### config.mk
export PLATFORM = sky130hd
export DESIGN_NAME = pcm_sync_frontend
export DESIGN_NICKNAME = d
export VERILOG_FILES = /design/src/rtl/pcm_sync_frontend.sv
export SDC_FILE = /design/constraint.sdc
export NUM_CORES = 1
export LEC_CHECK = 0
export BUFFER_PORTS_ARGS = -buffer_cell sky130_fd_sc_hd__buf_2
export CELL_PAD_IN_SITES_DETAIL_PLACEMENT = 0
export CELL_PAD_IN_SITES_GLOBAL_PLACEMENT = 1
export CORE_ASPECT_RATIO = 1.2
export CORE_MARGIN = 2
export CORE_UTILIZATION = 37
export DETAILED_ROUTE_END_ITERATION = 10
export GPL_ROUTABILITY_DRIVEN = 0
export GPL_TIMING_DRIVEN = 0
export MAX_ROUTING_LAYER = met4
export PLACE_DENSITY = 0.81
export RECOVER_POWER = 50
export SYNTH_ARGS = -nofsm -noshare
export SYNTH_HDL_FRONTEND = slang
export SYNTH_SLANG_ARGS = --single-unit
### constraint.sdc
create_clock -name clk -period 2.21 [get_ports clk]
set_input_delay 0.3315 -clock clk [delete_from_list [all_inputs] [get_ports clk]]
set_output_delay 0.3315 -clock clk [all_outputs]
set_load 0.005 [all_outputs]
### src/rtl/pcm_sync_frontend.sv
module pcm_sync_frontend #(
  parameter int CNT_W = 10
) (
  input  logic             clk,
  input  logic             rst_n,
  input  logic             cfg_we,
  input  logic [7:0]       cfg_wdata,
  output logic [7:0]       cfg_rdata,
  input  logic             dclk_in,
  input  logic             fsync_in,
  output logic             frame_start,
  output logic             bit_en,
  output logic [CNT_W-1:0] bit_cnt,
  output logic [2:0]       ports_active,
  output logic             cfg_illegal
);

  logic [3:0] cfg_q;
  logic [2:0] dclk_sr;
  logic [1:0] fs_sr;
  logic       fs_smp, fs_pend, phase;

  wire [1:0] mode   = cfg_q[1:0];
  wire       dbl    = cfg_q[2];
  wire       srise  = cfg_q[3];
  wire       rise   = dclk_sr[1] & ~dclk_sr[2];
  wire       fall   = ~dclk_sr[1] & dclk_sr[2];
  wire       fs_now = fs_sr[1];

  wire start_cond = srise ? (fs_now & ~fs_smp) : fs_pend;
  wire en_now     = start_cond | ~dbl | ~phase;

  assign cfg_rdata   = {4'b0, cfg_q};
  assign cfg_illegal = (mode == 2'd3) | ((mode == 2'd2) & dbl);

  always_comb begin
    case (mode)
      2'd0:    ports_active = 3'd4;
      2'd1:    ports_active = 3'd2;
      2'd2:    ports_active = 3'd1;
      default: ports_active = 3'd0;
    endcase
  end

  always_ff @(posedge clk or negedge rst_n) begin
    if (!rst_n) begin
      cfg_q       <= '0;
      dclk_sr     <= '0;
      fs_sr       <= '0;
      fs_smp      <= 1'b0;
      fs_pend     <= 1'b0;
      phase       <= 1'b0;
      frame_start <= 1'b0;
      bit_en      <= 1'b0;
      bit_cnt     <= '0;
    end else begin
      if (cfg_we) cfg_q <= cfg_wdata[3:0];
      dclk_sr     <= {dclk_sr[1:0], dclk_in};
      fs_sr       <= {fs_sr[0], fsync_in};
      frame_start <= 1'b0;
      bit_en      <= 1'b0;
      if (rise) begin
        frame_start <= start_cond;
        bit_en      <= en_now;
        phase       <= en_now;
        fs_pend     <= 1'b0;
        if (srise) fs_smp <= fs_now;
        if (en_now) bit_cnt <= start_cond ? '0 : bit_cnt + 1'b1;
      end
      if (fall && !srise) begin
        fs_pend <= fs_now & ~fs_smp;
        fs_smp  <= fs_now;
      end
    end
  end

endmodule


==> results of run 1 <==
worst max-delay path: stages (launching register included):
cell     delay [ns]
dfrtp_1        0.47
and3b_1        0.22
buf_6          0.12
or3_4          0.40
or4_1          0.42
nand3_1        0.09
metal layers:
metal  track usage (%)  wire, um  share of wire [%]
met3              2.34       133                5.8
met2              25.6      1160                 51
met5                 -         0                  0
met4              5.63        12               0.53
met1              19.7       982                 43
placed cells by master, fill, tap and decap left out, types with 4 or more instances in the layout:
master	netlist	final
o211ai_1	4	4
conb_1	1	4
buf_4	4	4
o21ai_0	4	4
nand2_1	9	9
dfrtp_1	24	24
nand3_1	6	6
inv_1	4	4
buf_2	0	27
mux2_2	5	5
a21oi_1	4	4
o21ai_1	4	4
worst max-delay path by stage:
stage,slack [ns],to,depth (start not counted),start
final,0.42,bit_cnt[9],5,cfg_q[3]
after global routing,0.25,bit_cnt[0],5,dclk_sr[2]
after CTS,0.42,bit_cnt[7],5,cfg_q[3]
after detailed placement,0.47,bit_cnt[9],5,cfg_q[3]
after global placement,0.49,bit_cnt[9],5,cfg_q[3]
after floorplan,0.55,bit_cnt[5],5,cfg_q[3]
kinds of logic (layout without fill, tap and decap cells):
group	count (synthesis)	in the layout	share of synthesized area (%)
AND/OR/NAND/NOR	39	39	19.9
flip-flops	24	24	54.1
AO/OA/AOI/OAI	23	23	13.2
buffers and inverters	10	43	5.40
multiplexers	6	6	5.97
adder cells (fa/ha/maj)	1	1	1.13
other	1	4	0.338
where the power goes:
group | total, mW | switching (mW) | internal (mW)
logic | 0.186 | 0.0911 | 0.0952
clock network | 0.320 | 0.137 | 0.183
registers | 0.547 | 0.0593 | 0.488
total | 1.05 | 0.287 | 0.767
Yosys cell counts, types with 2 or more instances:
| master | instances |
|---|---|
| dfrtp_1 | 24 |
| nand2_1 | 9 |
| nand3_1 | 6 |
| mux2_2 | 5 |
| a21oi_1 | 4 |
| buf_4 | 4 |
| inv_1 | 4 |
| o211ai_1 | 4 |
| o21ai_0 | 4 |
| o21ai_1 | 4 |
| nand4_1 | 3 |
| nor2_1 | 3 |
| nor2b_1 | 3 |
| or4_1 | 3 |
| nor3_1 | 2 |
| nor3b_1 | 2 |
| or3_1 | 2 |
metrics by stage:
step                      util (%)  area (um^2)  cells  worst slack, ns
after floorplan                  -         1120    107            0.554
after global placement        46.0         1310    169            0.487
after detailed placement      46.0         1310    169            0.469
after CTS                     48.2         1370    174            0.416
after global routing          48.1         1370    174            0.250
final                         48.1         1370    174            0.423
sequential cells by signal (all words and copies together) (netlist names):
signal,count
bit_cnt,10
bit_en,1
cfg_q,4
dclk_sr,3
frame_start,1
fs_pend,1
fs_smp,1
fs_sr,2
phase,1
cell type report:
| class | instances | share of cell area [%] |
|---|---|---|
| clock buffer | 3 | 1.65 |
| inverter | 4 | 1.10 |
| buffer | 6 | 3.30 |
| clock inverter | 1 | 2.20 |
| tap | 34 | 3.11 |
| sequential | 24 | 44.0 |
| multi-input combinational | 73 | 33.8 |
| timing repair buffer | 29 | 10.9 |
what timing repair did:
| item | 4_1_cts | 5_1_grt |
|---|---|---|
| setup endpoints to repair | 0 | 0 |
| hold buffers | 1 | 0 |
| buffers inserted | 0 | 0 |
| hold endpoints to repair | 24 | 0 |
==> impl_metrics.yaml, run 1 <==
outcome:
  outcome: "completed"
sta:
  tightest_slew_ns: 1.28
  fin_worst_skew_ns: 0.00596
  finalCritPeriodShare_pct: 80.8
  fin_setup_tns_ns: 0
  whs_ns: 0.102
  maxSlewHeadroom_pct: 14.6
  rsz0062_at_grt: "no"
  max_freq_mhz: 560
  finalMaxSlewViolations: 0
  setup_viol: 0
  period_needed_ns: 1.79
  finalHoldViolCount: 0
worst_hold_path:
  worstHoldPathType: "input pin to flop"
  holdPathStages: 1
  hp-start: "fsync_in"
  min_to: "fs_sr[0]"
die:
  io_pins: 37
  die_h_um: 64.0
  placementRows: 21
  core-area_um2: 2840
  initial_core_util_pct: 39.2
  die_area_um2: 3460
  chipWidth_um: 54.0
synth:
  synth_top_area_share_pct: 54.1
  synth_area_leader_cell: "dfrtp_1"
  synth_top_flop_cell: "dfrtp_1"
  syn_area_um2: 1110
  synth.avg_cell_area_um2: 10.7
  ys.warnings.count: 0
  synth-seq-cells: 24
  synth_area_leaders: "dfrtp_1 54%, mux2_2 5.1%, nand2_1 3.0%, nand3_1 2.7%, buf_4 2.7%"
  synthArstFlopShare_pct: 100
  synth.distinct_cells: 35
  seq_area_frac_synth_pct: 54.1
  netlist_instances: 104
  synth_edf_count: 0
clocking:
  h-tree-depth: 1
  numCtsBuffers: 3
  clock-sinks: 24
  cts_tree: "yes"
  clk_pin_slew_ns: 0.14
  cts.repair.resized: 0
  cts_buffer_depth: 2
  clk_latency_ns: 0.32
  cts-root-buf: "clkbuf_4"
critical_path:
  critical_path_arrival_ns: 2.05
  rrSetupSlack_ns: 0.42
  r2r-end: "bit_cnt[9]"
  cp.required_ns: 2.47
  worstSetupPathType: "flop to flop"
  worst_setup_path_start_kind: "flop"
  rr_startpoint: "cfg_q[3]"
  end_kind: "flop"
  critPathMaxFanout: 8
  reg2reg_depth: 5
grt:
  grt_pass1_vias: 939
  grt_max_degree: 25
  grt_pass1_wl_mm: 4.06
  grtUsageTotal_pct: 15.8
  antenna_found_initial: 0
  grt.overflow.total: 0
layout:
  multi_input_area_um2: 462
  fill_cells: 290
  nets: 155
  syn_to_final_growth_pct: 23.0
  regArea_um2: 601
  antennaDiodeCount: 0
  drive_gt1_share_pct: 30.0
drt:
  drc: 0
  vias_per_cell: 5.26
  ant_nets: 0
  wl_per_cell_um: 13.1
  vias: 915
  dr.pass1.iters: 3
  wl_mm: 2.28
  drt-initial-drc-count: 17
placement:
  detailed_place_hpwl_mm: 1.65
  port_buffers: 28
power_and_ir_drop:
  vdd_drop_max_v: 0.000380
  total_power_mw: 1.05
  leakagePower_nw: 0.660
  power.density_nw_per_um2: 771
flow_run:
  cap_violations: 0
Power figures use the tool's default switching activity.
==> run 2: changes to the inputs <==
--- a/config.mk
+++ b/config.mk
@@ -5,17 +5,18 @@
 export SDC_FILE = /design/constraint.sdc
 export NUM_CORES = 1
 export LEC_CHECK = 0
+export ABC_AREA = 1
 export BUFFER_PORTS_ARGS = -buffer_cell sky130_fd_sc_hd__buf_2
 export CELL_PAD_IN_SITES_DETAIL_PLACEMENT = 0
 export CELL_PAD_IN_SITES_GLOBAL_PLACEMENT = 1
 export CORE_ASPECT_RATIO = 1.2
 export CORE_MARGIN = 2
-export CORE_UTILIZATION = 37
+export CORE_UTILIZATION = 35
 export DETAILED_ROUTE_END_ITERATION = 10
 export GPL_ROUTABILITY_DRIVEN = 0
 export GPL_TIMING_DRIVEN = 0
 export MAX_ROUTING_LAYER = met4
-export PLACE_DENSITY = 0.81
+export PLACE_DENSITY = 0.8
 export RECOVER_POWER = 50
 export SYNTH_ARGS = -nofsm -noshare
 export SYNTH_HDL_FRONTEND = slang
==> constraint.sdc (replaced) <==
create_clock -name clk -period 1.69 [get_ports clk]
set_input_delay 0.2535 -clock clk [delete_from_list [all_inputs] [get_ports clk]]
set_output_delay 0.2535 -clock clk [all_outputs]
set_load 0.005 [all_outputs]
==> impl_metrics.yaml, run 2 <==
sta:
  rsz0062_at_grt: "no"
  maxSlewHeadroom_pct: 61.5
  fin_setup_tns_ns: 0
  max_freq_mhz: 745
  worst_slack_ns: 0.347
  tightest_slew_ns: 0.577
  finalCritPeriodShare_pct: 79.5
  setup_viol: 0
  finalHoldViolCount: 0
  finalMaxSlewViolations: 0
  period_needed_ns: 1.34
  fin_worst_skew_ns: 0.00988
critical_path:
  reg2reg_depth: 8
  worst_setup_path_start_kind: "flop"
  critical_path_arrival_ns: 1.54
  cp.required_ns: 1.89
  startpoint: "cfg_q[3]"
  critPathMaxFanout: 7
  worstSetupPathType: "flop to flop"
  crit_end: "bit_cnt[7]"
  rr_startpoint: "cfg_q[3]"
  rrSetupSlack_ns: 0.35
  r2r-end: "bit_cnt[7]"
  end_kind: "flop"
grt:
  antenna_found_initial: 0
  grt.overflow.total: 0
  grt_max_degree: 25
  grt_pass1_vias: 916
  grtUsageTotal_pct: 13.1
  grt_pass1_wl_mm: 3.82
drt:
  dr.pass1.iters: 4
  vias: 959
  wl_per_cell_um: 10.5
  met2_length_mm: 1.15
  met3_length_um: 100
  drc: 0
  wl_met1_um: 960
  vias_per_cell: 4.55
  ant_nets: 0
  wl_mm: 2.22
  top_layer_used: "met4"
  drt-initial-drc-count: 27
die:
  die_area_um2: 3770
  io_pins: 37
  initial_core_util_pct: 37.1
  placementRows: 22
  die_h_um: 66.9
  core-area_um2: 3110
  chipWidth_um: 56.4
layout:
  drive_gt1_share_pct: 25.7
  largest_registers: "bit_cnt (10), cfg_q (4), dclk_sr (3)"
  regMostFlops: "bit_cnt"
  layout.cells.most_common: "nand2_1"
  fill_cells: 322
  multi_input_area_um2: 455
  regArea_um2: 601
  most-common-layout-cells: "42 x nand2_1, 27 x buf_2, 24 x dfrtp_1, 18 x inv_1, 16 x nor2_1"
  finish.utilization_pct: 44.2
  largest_reg_flops: 10
  syn_to_final_growth_pct: 19.2
  antennaDiodeCount: 0
  design_area_um2: 1380
  nets: 191
clocking:
  cts_buffer_depth: 2
  cts_setup_buffers: 0
  cts_tree: "yes"
  clock-sinks: 24
  clk_pin_slew_ns: 0.13
  numCtsBuffers: 3
  cts-root-buf: "clkbuf_4"
  h-tree-depth: 1
  clk_latency_ns: 0.30
synth:
  synth_area_leader_cell: "dfrtp_1"
  synth.most_common_cell: "nand2_1"
  syn_area_um2: 1150
  synth_top_flop_cell: "dfrtp_1"
  synth_compound_area_share_pct: 6.18
  synth.distinct_cells: 20
  synth_edf_count: 0
  synth-xor-area-share_pct: 0
  synth-seq-cells: 24
  synth_common_cells: "41 x nand2_1, 24 x dfrtp_1, 17 x inv_1"
  synth_mux_area_share_pct: 0
  synthArstFlopShare_pct: 100
  synth_fa_ha_area_share_pct: 1.08
  synth_area_leaders: "dfrtp_1 52%, nand2_1 13%, inv_1 5.5%, nor2_1 5.2%, nand3_1 4.8%"
  synth_top_area_share_pct: 52.1
  synth_simple_gate_area_share_pct: 31.6
  netlist_instances: 140
  ys.warnings.count: 0
  synth.avg_cell_area_um2: 8.24
  seq_area_frac_synth_pct: 52.1
  synth_top_family_by_area: "simple AND/OR/NAND/NOR gates"
worst_hold_path:
  worstHoldPathType: "input pin to flop"
flow_run:
  cap_violations: 0
placement:
  detailed_place_hpwl_mm: 1.71
  dpl_cell_area_um2: 1350
  dp_worst_setup_slack_ns: 0.421
  port_buffers: 28
power_and_ir_drop:
  power.density_nw_per_um2: 916
  total_power_mw: 1.26
  vdd_drop_max_v: 0.000416
  leakagePower_nw: 0.760
outcome:
  outcome: "completed"
## run 2: through the flow
step | hold slack [ns] | instances
3_5_place_dp | 0.268 | 207
5_1_grt | 0.0273 | 211
3_3_place_gp | 0.266 | 207
4_1_cts | 0.0355 | 211
6_report | 0.0421 | 211
2_1_floorplan | -0.0421 | 143
## run 2: worst min path at each step
stage                        from    endpoint  cells after the start
after global placement      rst_n  bit_cnt[7]                      1
final                     dclk_in  dclk_sr[0]                      1
after detailed placement    rst_n      bit_en                      1
after global routing      dclk_in  dclk_sr[0]                      1
after floorplan             rst_n  bit_cnt[0]                      0
after CTS                 dclk_in  dclk_sr[0]                      1
## run 2: cell families after synthesis
group / count (synthesis)
AO/OA/AOI/OAI: 13
buffers and inverters: 23
flip-flops: 24
other: 1
adder cells (fa/ha/maj): 1
AND/OR/NAND/NOR: 78
## run 2: area by class of cell
type | count | share of cell area [%]
Buffer | 4 | 2.18
Clock buffer | 3 | 1.64
Inverter | 19 | 5.19
Multi-Input combinational cell | 96 | 33.1
Sequential cell | 24 | 43.7
Tap cell | 36 | 3.28
Timing Repair Buffer | 29 | 10.9
## run 2: worst max-delay path, cell delays in order, from the launching register on
cell	delay [ns]
dfrtp_1	0.41
inv_1	0.14
nand2_2	0.05
nand2_1	0.21
nand2_4	0.10
nand2_4	0.12
inv_2	0.09
nand2_1	0.07
nand2_1	0.05
## run 2: repair_timing
| action | in CTS | in global routing |
|---|---|---|
| hold buffers | 1 | 0 |
| gates resized for setup | 0 | 0 |
| endpoints found under the hold margin | 24 | 0 |
## run 2: power by group
group          internal (mW)  total, mW  leakage, nW  switching [mW]
sequential             0.648      0.729        0.306          0.0818
combinational          0.125      0.287        0.441           0.162
clock                 0.0831      0.242       0.0138           0.159
total                  0.856       1.26        0.760           0.403
## run 2: layer usage
metal | track usage [%] | vias to the layer above
met5 | - | -
met4 | 5.36 | 0
met3 | 1.75 | 2
met2 | 23.8 | 25
met1 | 14.5 | 434
li1 | - | 498
==> run 3: changes to the inputs <==
--- a/config.mk
+++ b/config.mk
@@ -5,18 +5,18 @@
 export SDC_FILE = /design/constraint.sdc
 export NUM_CORES = 1
 export LEC_CHECK = 0
-export ABC_AREA = 1
+export ABC_AREA = 0
 export BUFFER_PORTS_ARGS = -buffer_cell sky130_fd_sc_hd__buf_2
 export CELL_PAD_IN_SITES_DETAIL_PLACEMENT = 0
 export CELL_PAD_IN_SITES_GLOBAL_PLACEMENT = 1
 export CORE_ASPECT_RATIO = 1.2
 export CORE_MARGIN = 2
-export CORE_UTILIZATION = 35
+export CORE_UTILIZATION = 37
 export DETAILED_ROUTE_END_ITERATION = 10
 export GPL_ROUTABILITY_DRIVEN = 0
 export GPL_TIMING_DRIVEN = 0
 export MAX_ROUTING_LAYER = met4
-export PLACE_DENSITY = 0.8
+export PLACE_DENSITY = 0.81
 export RECOVER_POWER = 50
 export SYNTH_ARGS = -nofsm -noshare
 export SYNTH_HDL_FRONTEND = slang
==> constraint.sdc (replaced) <==
create_clock -name clk -period 1.41 [get_ports clk]
set_input_delay 0.2115 -clock clk [delete_from_list [all_inputs] [get_ports clk]]
set_output_delay 0.2115 -clock clk [all_outputs]
set_load 0.005 [all_outputs]
==> impl_metrics.yaml, run 3 (same netlist as run 1, synthesis figures left out) <==
outcome:
  outcome: "finished with violations"
  violations: "negative setup slack"
drt:
  ant_nets: 0
  vias: 954
  drt-initial-drc-count: 10
  wl_per_cell_um: 13.8
  vias_per_cell: 5.13
  dr.pass1.iters: 4
  wl_mm: 2.57
  drc: 0
grt:
  grt_pass1_vias: 927
  antenna_found_initial: 0
  grt_max_degree: 25
  grt.overflow.total: 0
  grt_pass1_wl_mm: 4.05
  grtUsageTotal_pct: 16.1
layout:
  drive_gt1_share_pct: 42.1
  largest_registers: "bit_cnt (10), cfg_q (4), dclk_sr (3)"
  regMostFlops: "bit_cnt"
  nets: 167
  largest_reg_flops: 10
  most-common-layout-cells: "27 x buf_2, 23 x dfrtp_1, 14 x buf_4, 8 x nand2_1"
  finish.utilization_pct: 53.0
  antennaDiodeCount: 0
  layout.cells.most_common: "buf_2"
  multi_input_area_um2: 499
  fill_cells: 264
  regArea_um2: 602
  syn_to_final_growth_pct: 35.2
sta:
  finalHoldViolCount: 0
  finalCritPeriodShare_pct: 114
  worst_slack_ns: -0.195
  setup_viol: 11
  maxSlewHeadroom_pct: 60.1
  rsz0062_at_grt: "yes"
  tightest_slew_ns: 0.599
  period_needed_ns: 1.61
  whs_ns: 0.112
  finalMaxSlewViolations: 0
  max_freq_mhz: 623
  fin_worst_skew_ns: 0.00989
power_and_ir_drop:
  total_power_mw: 1.74
  power.density_nw_per_um2: 1160
  vdd_drop_max_v: 0.000788
  p_sw_mw: 0.485
  p_clk_share_pct: 29.1
  power.internal_mw: 1.25
  p_comb_share_pct: 21.5
  switching_share_pct: 27.9
  power_frac_seq_pct: 49.4
  leakagePower_nw: 0.730
worst_hold_path:
  worstHoldPathType: "input pin to flop"
critical_path:
  worst_path_max_delay_cell: "dfrtp_2"
  end_kind: "flop"
  rrSetupSlack_ns: -0.20
  worst_path_largest_cell_delay_ns: 0.44
  critical_path.cell_chain: "and3b_2, or3_4, or4_1, nand3_1"
  worst_setup_path_start_kind: "flop"
  critical_path_arrival_ns: 1.88
  cp.required_ns: 1.68
  critPathMaxFanout: 6
  crit_family: "simple AND/OR/NAND/NOR gates"
  worstSetupPathType: "flop to flop"
  critPathBufInv: 0
placement:
  detailed_place_hpwl_mm: 1.62
  port_buffers: 28
clocking:
  clk_latency_ns: 0.32
  cts_tree: "yes"
  h-tree-depth: 1
  cts-root-buf: "clkbuf_4"
  clk_pin_slew_ns: 0.14
  cts_buffer_depth: 2
  clock-sinks: 24
  numCtsBuffers: 3
die:
  core-area_um2: 2840
  placementRows: 21
  io_pins: 37
  initial_core_util_pct: 39.2
  die_h_um: 64.0
  chipWidth_um: 54.0
  die_area_um2: 3460
flow_run:
  cap_violations: 0
-- run 3: changes by cell type in the layout (fill, tap and decap cells not counted), sizes merged, moves of 3 or more --
cell | previous run | this run
nand2 | 46 | 9
nor2 | 19 | 3
inv | 19 | 4
buf | 31 | 42
nand3 | 12 | 6
mux2 | 0 | 5
o211ai | 0 | 4
nand4 | 0 | 3
nor2b | 0 | 3
or3 | 0 | 3
or4 | 0 | 3
-- run 3: area by class of cell --
class,instances,share of cell area [%]
multi-input cells,73,33.2
repair buffers,42,17.1
clock buffers,3,1.50
plain buffers,5,2.33
flip-flops and latches,24,40.0
inverters,4,0.999
clock inverters,1,2.00
well taps,34,2.83
-- run 3: layer usage --
metal	wire length, um	GRT usage (%)
met4	13	4.69
met2	1320	27.9
met1	1130	18.6
met5	0	-
met3	109	2.80
-- run 3: timing repair --
action | 4_1_cts | 5_1_grt
hold buffers | 3 | 0
setup buffers | 10 | 1
pin swaps | 1 | 1
gates resized for setup | 9 | 4
setup endpoints to repair | 13 | 12
hold endpoints to repair | 26 | 0
-- run 3: metrics by stage --
| stage | setup TNS (ns) | instance area [um^2] | setup slack [ns] | instances |
|---|---|---|---|---|
| finish | -1.03 | 1500 | -0.195 | 186 |
| global route | -2.03 | 1500 | -0.269 | 186 |
| CTS | -1.05 | 1480 | -0.193 | 185 |
| detailed placement | -2.93 | 1310 | -0.338 | 169 |
| global placement | -2.55 | 1310 | -0.290 | 169 |
| floorplan | -0.945 | 1120 | -0.215 | 107 |
-- run 3: final timing paths --
kind | from | end | cells after the start
setup / recovery | cfg_q[3] | bit_cnt[5] | 4
min in group asynchronous | rst_n | phase | 2
hold / removal | cfg_wdata[2] | cfg_q[2] | 2
max in group asynchronous | rst_n | cfg_q[3] | 2
hold reg to reg | dclk_sr[0] | dclk_sr[1] | 0
setup reg to reg | cfg_q[3] | bit_cnt[5] | 4
-- run 3: power by group through the flow --
stage	clock (mW)	combinational, mW	sequential, mW
after floorplan	0	0.166	0.858
after global placement	0	0.287	0.866
after detailed placement	0	0.295	0.872
after CTS	0.516	0.355	0.852
after global routing	0.541	0.420	0.865
final	0.505	0.374	0.859
